**src/rtl/pipe_adc_align_pkg.sv**
```systemverilog
`timescale 1ns/1ps
package pipe_adc_align_pkg;

  typedef logic [1:0] stg_code_t;

  localparam stg_code_t CODE_LOW  = 2'b00;
  localparam stg_code_t CODE_MID  = 2'b01;
  localparam stg_code_t CODE_HIGH = 2'b10;
  localparam stg_code_t CODE_BAD  = 2'b11;

  // An unreachable code is given the heaviest legal weight.
  function automatic stg_code_t fold_code(input stg_code_t c);
    return (c == CODE_BAD) ? CODE_HIGH : c;
  endfunction

  function automatic logic code_is_bad(input stg_code_t c);
    return c == CODE_BAD;
  endfunction

endpackage

```
**src/rtl/pipe_adc_skew_line.sv**
```systemverilog
`timescale 1ns/1ps
module pipe_adc_skew_line #(
  parameter int DEPTH = 1,
  parameter int W     = 3
) (
  input  logic         clk,
  input  logic         rst_n,
  input  logic [W-1:0] din,
  output logic [W-1:0] dout
);

  logic [W-1:0] tap_q [DEPTH];

  always_ff @(posedge clk or negedge rst_n) begin
    if (!rst_n) begin
      for (int k = 0; k < DEPTH; k++) tap_q[k] <= '0;
    end else begin
      tap_q[0] <= din;
      for (int k = 1; k < DEPTH; k++) tap_q[k] <= tap_q[k-1];
    end
  end

  assign dout = tap_q[DEPTH-1];

endmodule

```
**src/rtl/pipe_adc_code_fold.sv**
```systemverilog
`timescale 1ns/1ps
module pipe_adc_code_fold
  import pipe_adc_align_pkg::*;
(
  input  logic [1:0] raw,
  output logic [1:0] folded,
  output logic       bad
);

  assign folded = fold_code(raw);
  assign bad    = code_is_bad(raw);

endmodule

```
**src/rtl/pipe_adc_overlap_sum.sv**
```systemverilog
`timescale 1ns/1ps
module pipe_adc_overlap_sum #(
  parameter int NSTG  = 8,
  parameter int OUT_W = NSTG + 1
) (
  input  logic [2*NSTG-1:0] codes,
  input  logic              fin,
  output logic [OUT_W-1:0]  sum_out,
  output logic              ovf
);

  localparam int SUM_W = NSTG + 1;

  // Neighbouring stage codes overlap by one bit; the final bit lands at weight 1.
  function automatic logic [SUM_W-1:0] overlap_add(input logic [2*NSTG-1:0] c,
                                                   input logic f);
    logic [SUM_W-1:0] acc;
    acc = {{(SUM_W-1){1'b0}}, f};
    for (int i = 0; i < NSTG; i++)
      acc = acc + (SUM_W'(c[2*i +: 2]) << (NSTG-1-i));
    return acc;
  endfunction

  logic [SUM_W-1:0] raw_sum;
  assign raw_sum = overlap_add(codes, fin);

  generate
    if (OUT_W >= SUM_W) begin : g_full
      assign sum_out = OUT_W'(raw_sum);
      assign ovf     = 1'b0;
    end else begin : g_clamp
      assign ovf     = |raw_sum[SUM_W-1:OUT_W];
      assign sum_out = ovf ? {OUT_W{1'b1}} : raw_sum[OUT_W-1:0];
    end
  endgenerate

endmodule

```
**src/rtl/pipe_adc_aligner.sv**
```systemverilog
`timescale 1ns/1ps
module pipe_adc_aligner #(
  parameter int NSTG  = 8,
  parameter int OUT_W = NSTG + 1
) (
  input  logic              clk,
  input  logic              rst_n,
  input  logic [2*NSTG-1:0] stg_code,
  input  logic              fin_bit,
  input  logic [NSTG:0]     stg_vld,
  output logic [OUT_W-1:0]  word_out,
  output logic              word_vld,
  output logic              code_err
);

  localparam int CODE_W = 2;
  localparam int LANE_W = CODE_W + 1;

  logic [2*NSTG-1:0] aln_code;
  logic [2*NSTG-1:0] fold_w;
  logic [NSTG:0]     aln_vld;
  logic [NSTG-1:0]   aln_bad;
  logic              aln_fin;
  logic              aln_all;
  logic              aln_err;
  logic [OUT_W-1:0]  sum_w;
  logic              sum_ovf;
  logic              fold_any_bad;

  // Stage i waits NSTG-i clocks so it meets the final comparator bit.
  generate
    for (genvar i = 0; i < NSTG; i++) begin : g_lane
      logic [LANE_W-1:0] lane_out;

      pipe_adc_skew_line #(
        .DEPTH(NSTG - i),
        .W    (LANE_W)
      ) u_skew (
        .clk  (clk),
        .rst_n(rst_n),
        .din  ({stg_vld[i], stg_code[CODE_W*i +: CODE_W]}),
        .dout (lane_out)
      );

      assign aln_vld[i]                    = lane_out[CODE_W];
      assign aln_code[CODE_W*i +: CODE_W]  = lane_out[CODE_W-1:0];

      pipe_adc_code_fold u_fold (
        .raw   (aln_code[CODE_W*i +: CODE_W]),
        .folded(fold_w[CODE_W*i +: CODE_W]),
        .bad   (aln_bad[i])
      );
    end
  endgenerate

  assign aln_vld[NSTG] = stg_vld[NSTG];
  assign aln_fin       = fin_bit;
  assign aln_all       = &aln_vld;
  assign aln_err       = aln_all & (|aln_bad);

  pipe_adc_overlap_sum #(
    .NSTG (NSTG),
    .OUT_W(OUT_W)
  ) u_sum (
    .codes  (fold_w),
    .fin    (aln_fin),
    .sum_out(sum_w),
    .ovf    (sum_ovf)
  );

  always_ff @(posedge clk or negedge rst_n) begin
    if (!rst_n) begin
      word_vld <= 1'b0;
      word_out <= '0;
      code_err <= 1'b0;
    end else begin
      word_vld <= aln_all;
      word_out <= aln_all ? sum_w : '0;
      code_err <= aln_err;
    end
  end

  always_comb begin
    fold_any_bad = 1'b0;
    for (int i = 0; i < NSTG; i++)
      if (fold_w[CODE_W*i +: CODE_W] == 2'b11) fold_any_bad = 1'b1;
  end


  final_vld_chk: assert property (@(posedge clk) disable iff (!rst_n)
    word_vld |-> $past(stg_vld[NSTG]));


  idle_quiet_chk: assert property (@(posedge clk) disable iff (!rst_n)
    !word_vld |-> (word_out == '0 && !code_err));


  err_with_word_chk: assert property (@(posedge clk) disable iff (!rst_n)
    code_err |-> word_vld);


  fold_legal_chk: assert property (@(posedge clk) disable iff (!rst_n)
    !fold_any_bad);


  no_overflow_chk: assert property (@(posedge clk) disable iff (!rst_n)
    (word_vld && $past(sum_ovf)) |-> (&word_out));

endmodule

```
**config.mk**
```make
export PLATFORM = sky130hd
export DESIGN_NAME = pipe_adc_aligner
export DESIGN_NICKNAME = d
export VERILOG_FILES = /design/src/rtl/pipe_adc_align_pkg.sv /design/src/rtl/pipe_adc_skew_line.sv /design/src/rtl/pipe_adc_code_fold.sv /design/src/rtl/pipe_adc_overlap_sum.sv /design/src/rtl/pipe_adc_aligner.sv
export SDC_FILE = /design/constraint.sdc
export NUM_CORES = 1
export LEC_CHECK = 0
export BUFFER_PORTS_ARGS = -buffer_cell sky130_fd_sc_hd__buf_4
export CAP_MARGIN = 0
export CORE_MARGIN = 2
export CORE_UTILIZATION = 55
export CTS_CLUSTER_DIAMETER = 40
export CTS_CLUSTER_SIZE = 24
export DETAILED_ROUTE_END_ITERATION = 7
export PLACE_DENSITY_LB_ADDON = 0.05
export SYNTH_ARGS = -nofsm -noshare
export SYNTH_HDL_FRONTEND = slang
export SYNTH_SLANG_ARGS = --single-unit
export TNS_END_PERCENT = 30
```
**constraint.sdc**
```tcl
create_clock -name clk -period 4.5 [get_ports clk]
set_input_delay 0.225 -clock clk [delete_from_list [all_inputs] [get_ports clk]]
set_output_delay 0.225 -clock clk [all_outputs]
set_load 0.03 [all_outputs]
```
**Word level (Yosys, flattened, before mapping)**

Index checks and enable logic that the tools add are counted.

- Input port bits: 28
- Word-level logic and storage cells: 67
- Register bits: 119
- Output and inout bits: 11

- Add/sub/neg operators: 8
- Bitwise logic cells: 1
- Reduce and logical (&&, ||, !) cells: 2
- Equality and inequality tests: 8
- Mux-type cells: 9

Operator list:

| kind | count |
|---|---|
| $eq A2 B2 Y1 const B | 8 |
| $mux W2 | 8 |
| $add A1 B9 Y9 | 1 |
| $add A9 B2 Y9 | 1 |
| $add A9 B3 Y9 | 1 |
| $add A9 B4 Y9 | 1 |
| $add A9 B5 Y9 | 1 |
| $add A9 B6 Y9 | 1 |
| $add A9 B7 Y9 | 1 |
| $add A9 B8 Y9 | 1 |
| $mux W9 | 1 |
| $reduce_and A9 Y1 | 1 |
| $reduce_or A8 Y1 | 1 |
| $and A1 B1 Y1 | 1 |

**Logic depth before layout (Yosys ltp)**

Gate-level depths: netlist of the first run.

- Word-level depth: 11
- Gate-level depth with buffers: 9
- Depth with buffers taken out: 9

**Modules after synthesis**

From an unflattened synthesis of the first run, not the netlist that was laid out.

- Cells, all modules: 223
- Area, all modules: 3732.3 sq um

By module, submodules not included:

| module | area each (sq um) | cells an instance | seq. area each (sq um) | instances |
|---|---|---|---|---|
| pipe_adc_skew_line at g_lane[0].u_skew | 623.1 | 27 | 600.6 | 1 |
| pipe_adc_skew_line at g_lane[1].u_skew | 548.0 | 24 | 525.5 | 1 |
| pipe_adc_skew_line at g_lane[2].u_skew | 473.0 | 21 | 450.4 | 1 |
| pipe_adc_skew_line at g_lane[3].u_skew | 397.9 | 18 | 375.4 | 1 |
| pipe_adc_aligner | 395.4 | 28 | 275.3 | 1 |
| pipe_adc_overlap_sum | 346.6 | 42 | 0.0 | 1 |
| pipe_adc_skew_line at g_lane[4].u_skew | 322.8 | 15 | 300.3 | 1 |
| pipe_adc_skew_line at g_lane[5].u_skew | 247.7 | 12 | 225.2 | 1 |
| pipe_adc_skew_line at g_lane[6].u_skew | 172.7 | 9 | 150.1 | 1 |
| pipe_adc_code_fold | 16.3 | 3 | 0.0 | 8 |
| pipe_adc_skew_line at g_lane[7].u_skew | 75.1 | 3 | 75.1 | 1 |

**Least setup slack after synthesis of the first run**

Ideal clock, no wire load.

- Path kind: flip-flop to flip-flop
- Start: register g_lane[7].u_skew.tap_q (netlist bit g_lane[7].u_skew.dout[0])
- End: register word_out[8]
- Arrival time: 1.809 ns
- Stages on the path, launching flop included: 10
- Slack: 2.611 ns
- Buffers on the path: 0
- Data required time: 4.421 ns
- Library setup time: 0.079 ns
- Clock period less this slack: 1.889 ns
- Cell sequence: dfrtp_1 > nor2b_1 > ha_1 > inv_1 > fa_1 > nor2b_4 > o21a_1 > o211a_4 > o41ai_4 > mux2i_1

- Longest elaborated chain between the ends: 4

Ends and longest elaborated chain:

| item | RTL line | text |
|---|---|---|
| from (decl) | pipe_adc_skew_line.sv:12 | `logic [W-1:0] tap_q [DEPTH];` |
| $eq A2 B2 Y1 | pipe_adc_align_pkg.sv:13 | `return (c == CODE_BAD) ? CODE_HIGH : c;` |
| $mux W2 (*) | pipe_adc_align_pkg.sv:13 |  |
| $add A9 B2 Y9 (*) | pipe_adc_overlap_sum.sv:20 | `acc = acc + (SUM_W'(c[2*i +: 2]) << (NSTG-1-i));` |
| $mux W9 (*) | pipe_adc_aligner.sv:78 | `word_out <= aln_all ? sum_w : '0;` |
| to (signal assigned) | pipe_adc_aligner.sv:78 |  |
| to (decl) | pipe_adc_aligner.sv:11 | `output logic [OUT_W-1:0] word_out,` |

Mark *: on every way between the ends. The rest lies on a longest branch, timed or not.

**Worst setup path after layout of the first run**

Ends and elaborated chain as after synthesis.

==> flow_summary_export.csv, run 1 <==
group,metric,value,unit
run_status,outcome,"finished clean",
floorplan,start_util,0.565,
sta,fin_crit,2.08,ns
pwr,ir_worst_vdd,0.374,mV
sta,period_share,0.462,
logic_synthesis,synth_xor_area_frac,0.00741,
pwr,combPwrFrac,0.041,
placement,dpl_worst_slack,2.45,ns
floorplan,die_h,84.3,µm
finish,final_nets,306,
critical_path,crit_chain,"nor2b_1, ha_1, inv_1, fa_1, nor2b_4, o21a_1, o211a_4, o41ai_4, mux2i_1",
drt,drt-initial-drc-count,71,
min_path,hp-class,"in -> reg",
drt,wire_per_inst,14.3,µm
job,maxCapViolCount,0,
clock_tree,clk_pin_slew,0.05,ns
logic_synthesis,synthSimpleGateAreaFrac,0.0484,
placement,gp_congestion,0.877,
critical_path,start_kind,"flop",
logic_synthesis,yosysUniqueCellTypes,33,
pwr,leakagePower,2.25,nW
pwr,p_switching,514,µW
sta,relSlewSlack,0.450,
drt,routed_wl,5140,µm
critical_path,critPathRequiredTime,4.92,ns
logic_synthesis,yosysTopAreaCellShare,0.840,
logic_synthesis,synth_ff_type,"dfrtp_1",
sta,report.final.setup_viol,0,
logic_synthesis,netlist_area,3540,µm²
clock_tree,clkSinkCount,119,
logic_synthesis,synth_top_family_by_area,"compound AO/OA/AOI/OAI gates",
logic_synthesis,synth.avg_cell_area,18.3,µm²
drt,num_vias,1698,
clock_tree,htree_levels,4,
drt,vias_per_cell,4.73,
logic_synthesis,async_reset_ff_frac,1.00,
critical_path,path_max_fanout,3,
clock_tree,cts_made_buffers,17,
clock_tree,clk_latency,0.51,ns
logic_synthesis,syn-num-nets,231,
logic_synthesis,synth-compound-area-share,0.0512,
clock_tree,clockRootBuffer,"clkbuf_8",
placement,portBuffers,38,
pwr,power_density,537,nW/µm²
critical_path,path_delay_family,"compound AO/OA/AOI/OAI gates",
pwr,p_int,2.03,mW
logic_synthesis,synthMuxAreaShare,0.00282,
sta,final.setup_skew,0.00725,ns
placement,dp_hpwl,2870,µm
logic_synthesis,ys_ff_latch,119,
global_routing,grt_usage,0.171,
global_routing,first_global_vias,1900,
logic_synthesis,synth_common_cells,"dfrtp_1 (119), ha_1 (8), nor2b_1 (8)",
floorplan,die-width,84.3,µm
pwr,swShare,0.202,
drt,first_pass_iters,5,
floorplan,core,6280,µm²
critical_path,crit_path_top_delay_cell,"dfrtp_1",
critical_path,end_kind,"flop",
finish,fillCellCount,357,
global_routing,antenna_found_initial,0,
finish,drive_gt1_frac,0.270,
clock_tree,cts_buffer_depth,2,
finish,diodes,0,
sta,hold_viol_final,0,
clock_tree,cts_tree,"built",
placement,dpl_cell_area,3900,µm²
finish,fin_area,4730,µm²
sta,fmax,481,MHz
pwr,pwr-share-clk,0.511,
global_routing,grt_pass1_wl,8700,µm
logic_synthesis,yosysWarnings,0,
logic_synthesis,ys_top_cells_by_area,"dfrtp_1 (84%), ha_1 (2.8%), nor2b_1 (1.4%), a21o_1 (0.85%), o41ai_4 (0.78%)",
drt,detail-route-antenna-nets,0,
floorplan,rows,29,
drt,drc,0,
critical_path,critPathKind,"reg -> reg",
logic_synthesis,synth-adder-area-share,0.0339,
pwr,seq_power_share,0.448,
global_routing,grt_max_degree,72,
critical_path,crit_buf_inv,1,
floorplan,ios,39,
critical_path,cp_data_arrival_time,2.50,ns
sta,layout_setup_ws,2.42,ns
finish,synthToLayoutAreaGrowth,33.5,%
sta,drv_slew,0,
logic_synthesis,synth_largest_area_cell,"dfrtp_1",
floorplan,die_area,7100,µm²
sta,tightest_slew,0.826,ns
logic_synthesis,synth_enable_flop_cells,0,
logic_synthesis,syn_inst,194,
logic_synthesis,synth_most_common_cell,"dfrtp_1",
clock_tree,postCtsSetupRepairBufs,0,
sta,rsz0062_at_grt,"false",
logic_synthesis,yosysSeqAreaShare,0.840,
global_routing,grt_overflow,0,
critical_path,worst_path_largest_cell_delay,0.39,ns
sta,setup_tns,0,ns
-- state kept, by name, summed over array words and instances (netlist names) --
| name | cells |
|---|---|
| g_lane.u_skew.tap_q | 84 |
| g_lane.u_skew.dout | 24 |
| word_out | 9 |
| code_err | 1 |
| word_vld | 1 |
-- metal layers --
layer | vias to the layer above | track usage | routed length [µm]
met4 | 0 | 0.0997 | 118
met2 | 55 | 0.278 | 2740
met1 | 838 | 0.183 | 2030
met3 | 13 | 0.0777 | 261
li1 | 792 | - | -
met5 | - | 0 | 0
-- final timing paths --
kind	from	endpoint	slack (ns)	depth (start not counted)
min reg2reg	g_lane[0].u_skew.tap_q[9]$_DFF_PN0_	g_lane[0].u_skew.tap_q[6]$_DFF_PN0_	0.34	0
max	g_lane[7].u_skew.dout[0]$_DFF_PN0_	word_out[8]$_DFF_PN0_	2.42	9
min in group asynchronous	rst_n	g_lane[5].u_skew.dout[2]$_DFF_PN0_	0.38	2
max reg2reg	g_lane[7].u_skew.dout[0]$_DFF_PN0_	word_out[8]$_DFF_PN0_	2.42	9
min	fin_bit	word_out[0]$_DFF_PN0_	0.07	3
max in group asynchronous	rst_n	g_lane[6].u_skew.tap_q[3]$_DFF_PN0_	3.03	3
-- layout make-up --
cell class                 instances  area [µm²]  share of cell area
clock buffer                      20         435              0.0920
clock inverter                    12         150              0.0317
inverter                           4        20.0             0.00423
multi-input combinational         63         509               0.108
sequential                       119        2980               0.629
tap                               77        96.3              0.0204
timing repair buffer              64         543               0.115
-- layout by cell type, fill, tap and decap left out, types with 6 or more instances in the layout --
cell type / count
nor2_1: 6
dlygate4sd3_1: 25
nor2b_1: 8
clkbuf_16: 16
dfrtp_1: 119
buf_4: 39
ha_1: 8
-- kinds of logic after synthesis --
family          after synthesis
flops                       119
fa+ha+maj                     9
simple gates                 30
compound gates               20
xor+xnor                      3
buf+inv                      12
mux                           1
-- power by group through the flow --
stage	clock network, mW	logic, mW	registers [mW]
3_3_place_gp	0	0.0833	1.15
6_report	1.30	0.105	1.14
4_1_cts	1.33	0.105	1.14
2_1_floorplan	0	0.0423	1.15
3_5_place_dp	0	0.0868	1.16
5_1_grt	1.38	0.117	1.14
-- worst reg2reg max path, cell delays in order, from the launching register on --
cell and delay [ns]:
dfrtp_1 0.39, nor2b_1 0.14, ha_1 0.21, inv_1 0.08, fa_1 0.23, nor2b_4 0.06, o21a_1 0.19, o211a_4 0.25
o41ai_4 0.24, mux2i_1 0.21
-- through the flow --
| stage | total power, mW | instances | utilization | hold slack, ns |
|---|---|---|---|---|
| 2_1_floorplan | 1.19 | 194 | - | -0.0706 |
| 3_3_place_gp | 1.23 | 302 | 0.621 | 0.331 |
| 3_5_place_dp | 1.24 | 302 | 0.621 | 0.335 |
| 4_1_cts | 2.57 | 359 | 0.754 | 0.0608 |
| 5_1_grt | 2.64 | 359 | 0.754 | 0.0858 |
| 6_report | 2.54 | 359 | 0.754 | 0.0745 |
-- what timing repair did --
| item | 4_1_cts | 5_1_grt |
|---|---|---|
| gates resized for setup | 0 | 0 |
| endpoints found under the hold margin | 94 | 0 |
| hold buffers | 25 | 0 |
Power figures use the tool's default switching activity.
==> run 2, diff against run 1 <==
--- a/config.mk
+++ b/config.mk
@@ -8,7 +8,7 @@
 export BUFFER_PORTS_ARGS = -buffer_cell sky130_fd_sc_hd__buf_4
 export CAP_MARGIN = 0
 export CORE_MARGIN = 2
-export CORE_UTILIZATION = 55
+export CORE_UTILIZATION = 51
 export CTS_CLUSTER_DIAMETER = 40
 export CTS_CLUSTER_SIZE = 24
 export DETAILED_ROUTE_END_ITERATION = 7
==> constraint.sdc (replaced) <==
create_clock -name clk -period 1.7 [get_ports clk]
set_input_delay 0.085 -clock clk [delete_from_list [all_inputs] [get_ports clk]]
set_output_delay 0.085 -clock clk [all_outputs]
set_load 0.03 [all_outputs]
==> flow_summary_export.csv, run 2 (same netlist as run 1, synthesis figures left out) <==
group,metric,value,unit
run_status,outcome,"finished, violations left",
run_status,violations,"setup timing",
placement,dpl_cell_area,4030,µm²
sta,tightest_slew,0.311,ns
sta,layout_setup_ws,-0.251,ns
global_routing,grt_usage,0.162,
pwr,ir_worst_vdd,1.26,mV
finish,mostFrequentLayoutCells,"dfrtp_1 (119), buf_4 (51), dlygate4sd3_1 (26)",
drt,drc,0,
floorplan,die_area,7630,µm²
critical_path,critPathKind,"reg -> reg",
global_routing,grt_overflow,0,
clock_tree,clkSinkCount,119,
sta,hold_viol_final,0,
finish,diodes,0,
global_routing,antenna_found_initial,0,
clock_tree,clk_pin_slew,0.05,ns
sta,report.final.setup_viol,4,
floorplan,die_h,87.4,µm
finish,final_nets,321,
clock_tree,htree_levels,4,
global_routing,grt_pass1_wl,8760,µm
placement,dp_cells,318,
sta,drv_slew,0,
pwr,power_density,1360,nW/µm²
clock_tree,clk_latency,0.50,ns
clock_tree,clockRootBuffer,"clkbuf_8",
pwr,leakagePower,2.32,nW
finish,layoutNonFillerInstCount,377,
finish,mostFrequentLayoutCell,"dfrtp_1",
finish,largest_reg_flops,84,
finish,drive_gt1_frac,0.323,
min_path,hp-class,"in -> async",
critical_path,cp_data_arrival_time,2.36,ns
drt,routed_wl,5210,µm
placement,dp_hpwl,3070,µm
sta,fmax,513,MHz
critical_path,start_kind,"flop",
placement,gp_congestion,0.836,
drt,wire_per_inst,13.8,µm
clock_tree,cts_made_buffers,17,
sta,fin_crit,1.95,ns
critical_path,r2r_cells,9,
sta,relSlewSlack,0.793,
floorplan,start_util,0.525,
drt,detail-route-antenna-nets,0,
global_routing,grt_max_degree,62,
finish,fin_util,0.722,
critical_path,critPathRequiredTime,2.11,ns
drt,vias_per_cell,4.65,
clock_tree,cts_buffer_depth,2,
finish,top_register,"g_lane.u_skew.tap_q",
critical_path,end_kind,"flop",
drt,num_vias,1752,
floorplan,ios,39,
sta,final.setup_skew,0.00834,ns
floorplan,core,6760,µm²
critical_path,reg2reg_setup_slack,-0.25,ns
global_routing,first_global_vias,1943,
drt,drt-initial-drc-count,43,
floorplan,die-width,87.4,µm
floorplan,rows,30,
sta,rsz0062_at_grt,"true",
critical_path,path_max_fanout,3,
drt,first_pass_iters,4,
sta,period_share,1.15,
job,maxCapViolCount,0,
clock_tree,cts_tree,"built",
finish,fin_area,4880,µm²
placement,portBuffers,38,
finish,synthToLayoutAreaGrowth,37.7,%
[run 2: worst paths after layout]
check,end,start
setup / recovery,word_out[8]$_DFF_PN0_,g_lane[7].u_skew.dout[0]$_DFF_PN0_
hold / removal,g_lane[7].u_skew.dout[2]$_DFF_PN0_,rst_n
setup reg to reg,word_out[8]$_DFF_PN0_,g_lane[7].u_skew.dout[0]$_DFF_PN0_
hold reg to reg,g_lane[4].u_skew.tap_q[4]$_DFF_PN0_,g_lane[4].u_skew.tap_q[7]$_DFF_PN0_
max in group asynchronous,word_out[8]$_DFF_PN0_,rst_n
min in group clk,word_out[1]$_DFF_PN0_,stg_vld[8]
[run 2: power breakdown]
group          leakage, nW  total, mW  internal [mW]  switching, mW
clock                0.265       3.29           2.12           1.17
combinational        0.641      0.327          0.177          0.150
sequential            1.41       3.01           2.97         0.0422
total                 2.32       6.63           5.26           1.37
[run 2: area by class of cell]
cell class | count | area, µm²
flip-flops and latches | 119 | 2980
fillers | 430 | 1880
repair buffers | 79 | 683
multi-input cells | 63 | 538
clock buffers | 21 | 439
clock inverters | 11 | 123
well taps | 80 | 100
inverters | 4 | 20.0
[run 2: critical path, cell delays in order (launching register included)]
cell and delay, ns:
dfrtp_1 0.37, nor2b_1 0.13, ha_2 0.18, inv_2 0.05, fa_2 0.22, nor2b_4 0.05, o21a_1 0.18, o211a_4 0.25
o41ai_4 0.22, mux2i_1 0.23
[run 2: layer usage]
layer,GRT usage,part of all wire
met4,0.0727,0.015
met5,0,0
met1,0.177,0.41
met2,0.264,0.53
met3,0.0834,0.047
[run 2: stage by stage]
step / power (mW) / TNS, ns / hold WS (ns) / setup slack (ns)
after floorplan: 3.15 / -0.299 / -0.211 / -0.158
after global placement: 3.30 / -0.539 / -0.00879 / -0.196
after detailed placement: 3.33 / -0.864 / -0.00456 / -0.294
after CTS: 6.71 / -0.540 / 0.00224 / -0.263
after global routing: 6.90 / -0.983 / 0.0314 / -0.362
final: 6.63 / -0.530 / 0.0219 / -0.251
[run 2: repair_timing]
action                                  4_1_cts  5_1_grt
resized for setup                             4        1
hold buffers                                 26        0
buffers inserted                              1        0
endpoints found under the setup margin        5        5
endpoints found under the hold margin       144        0
pin swaps                                     9        0
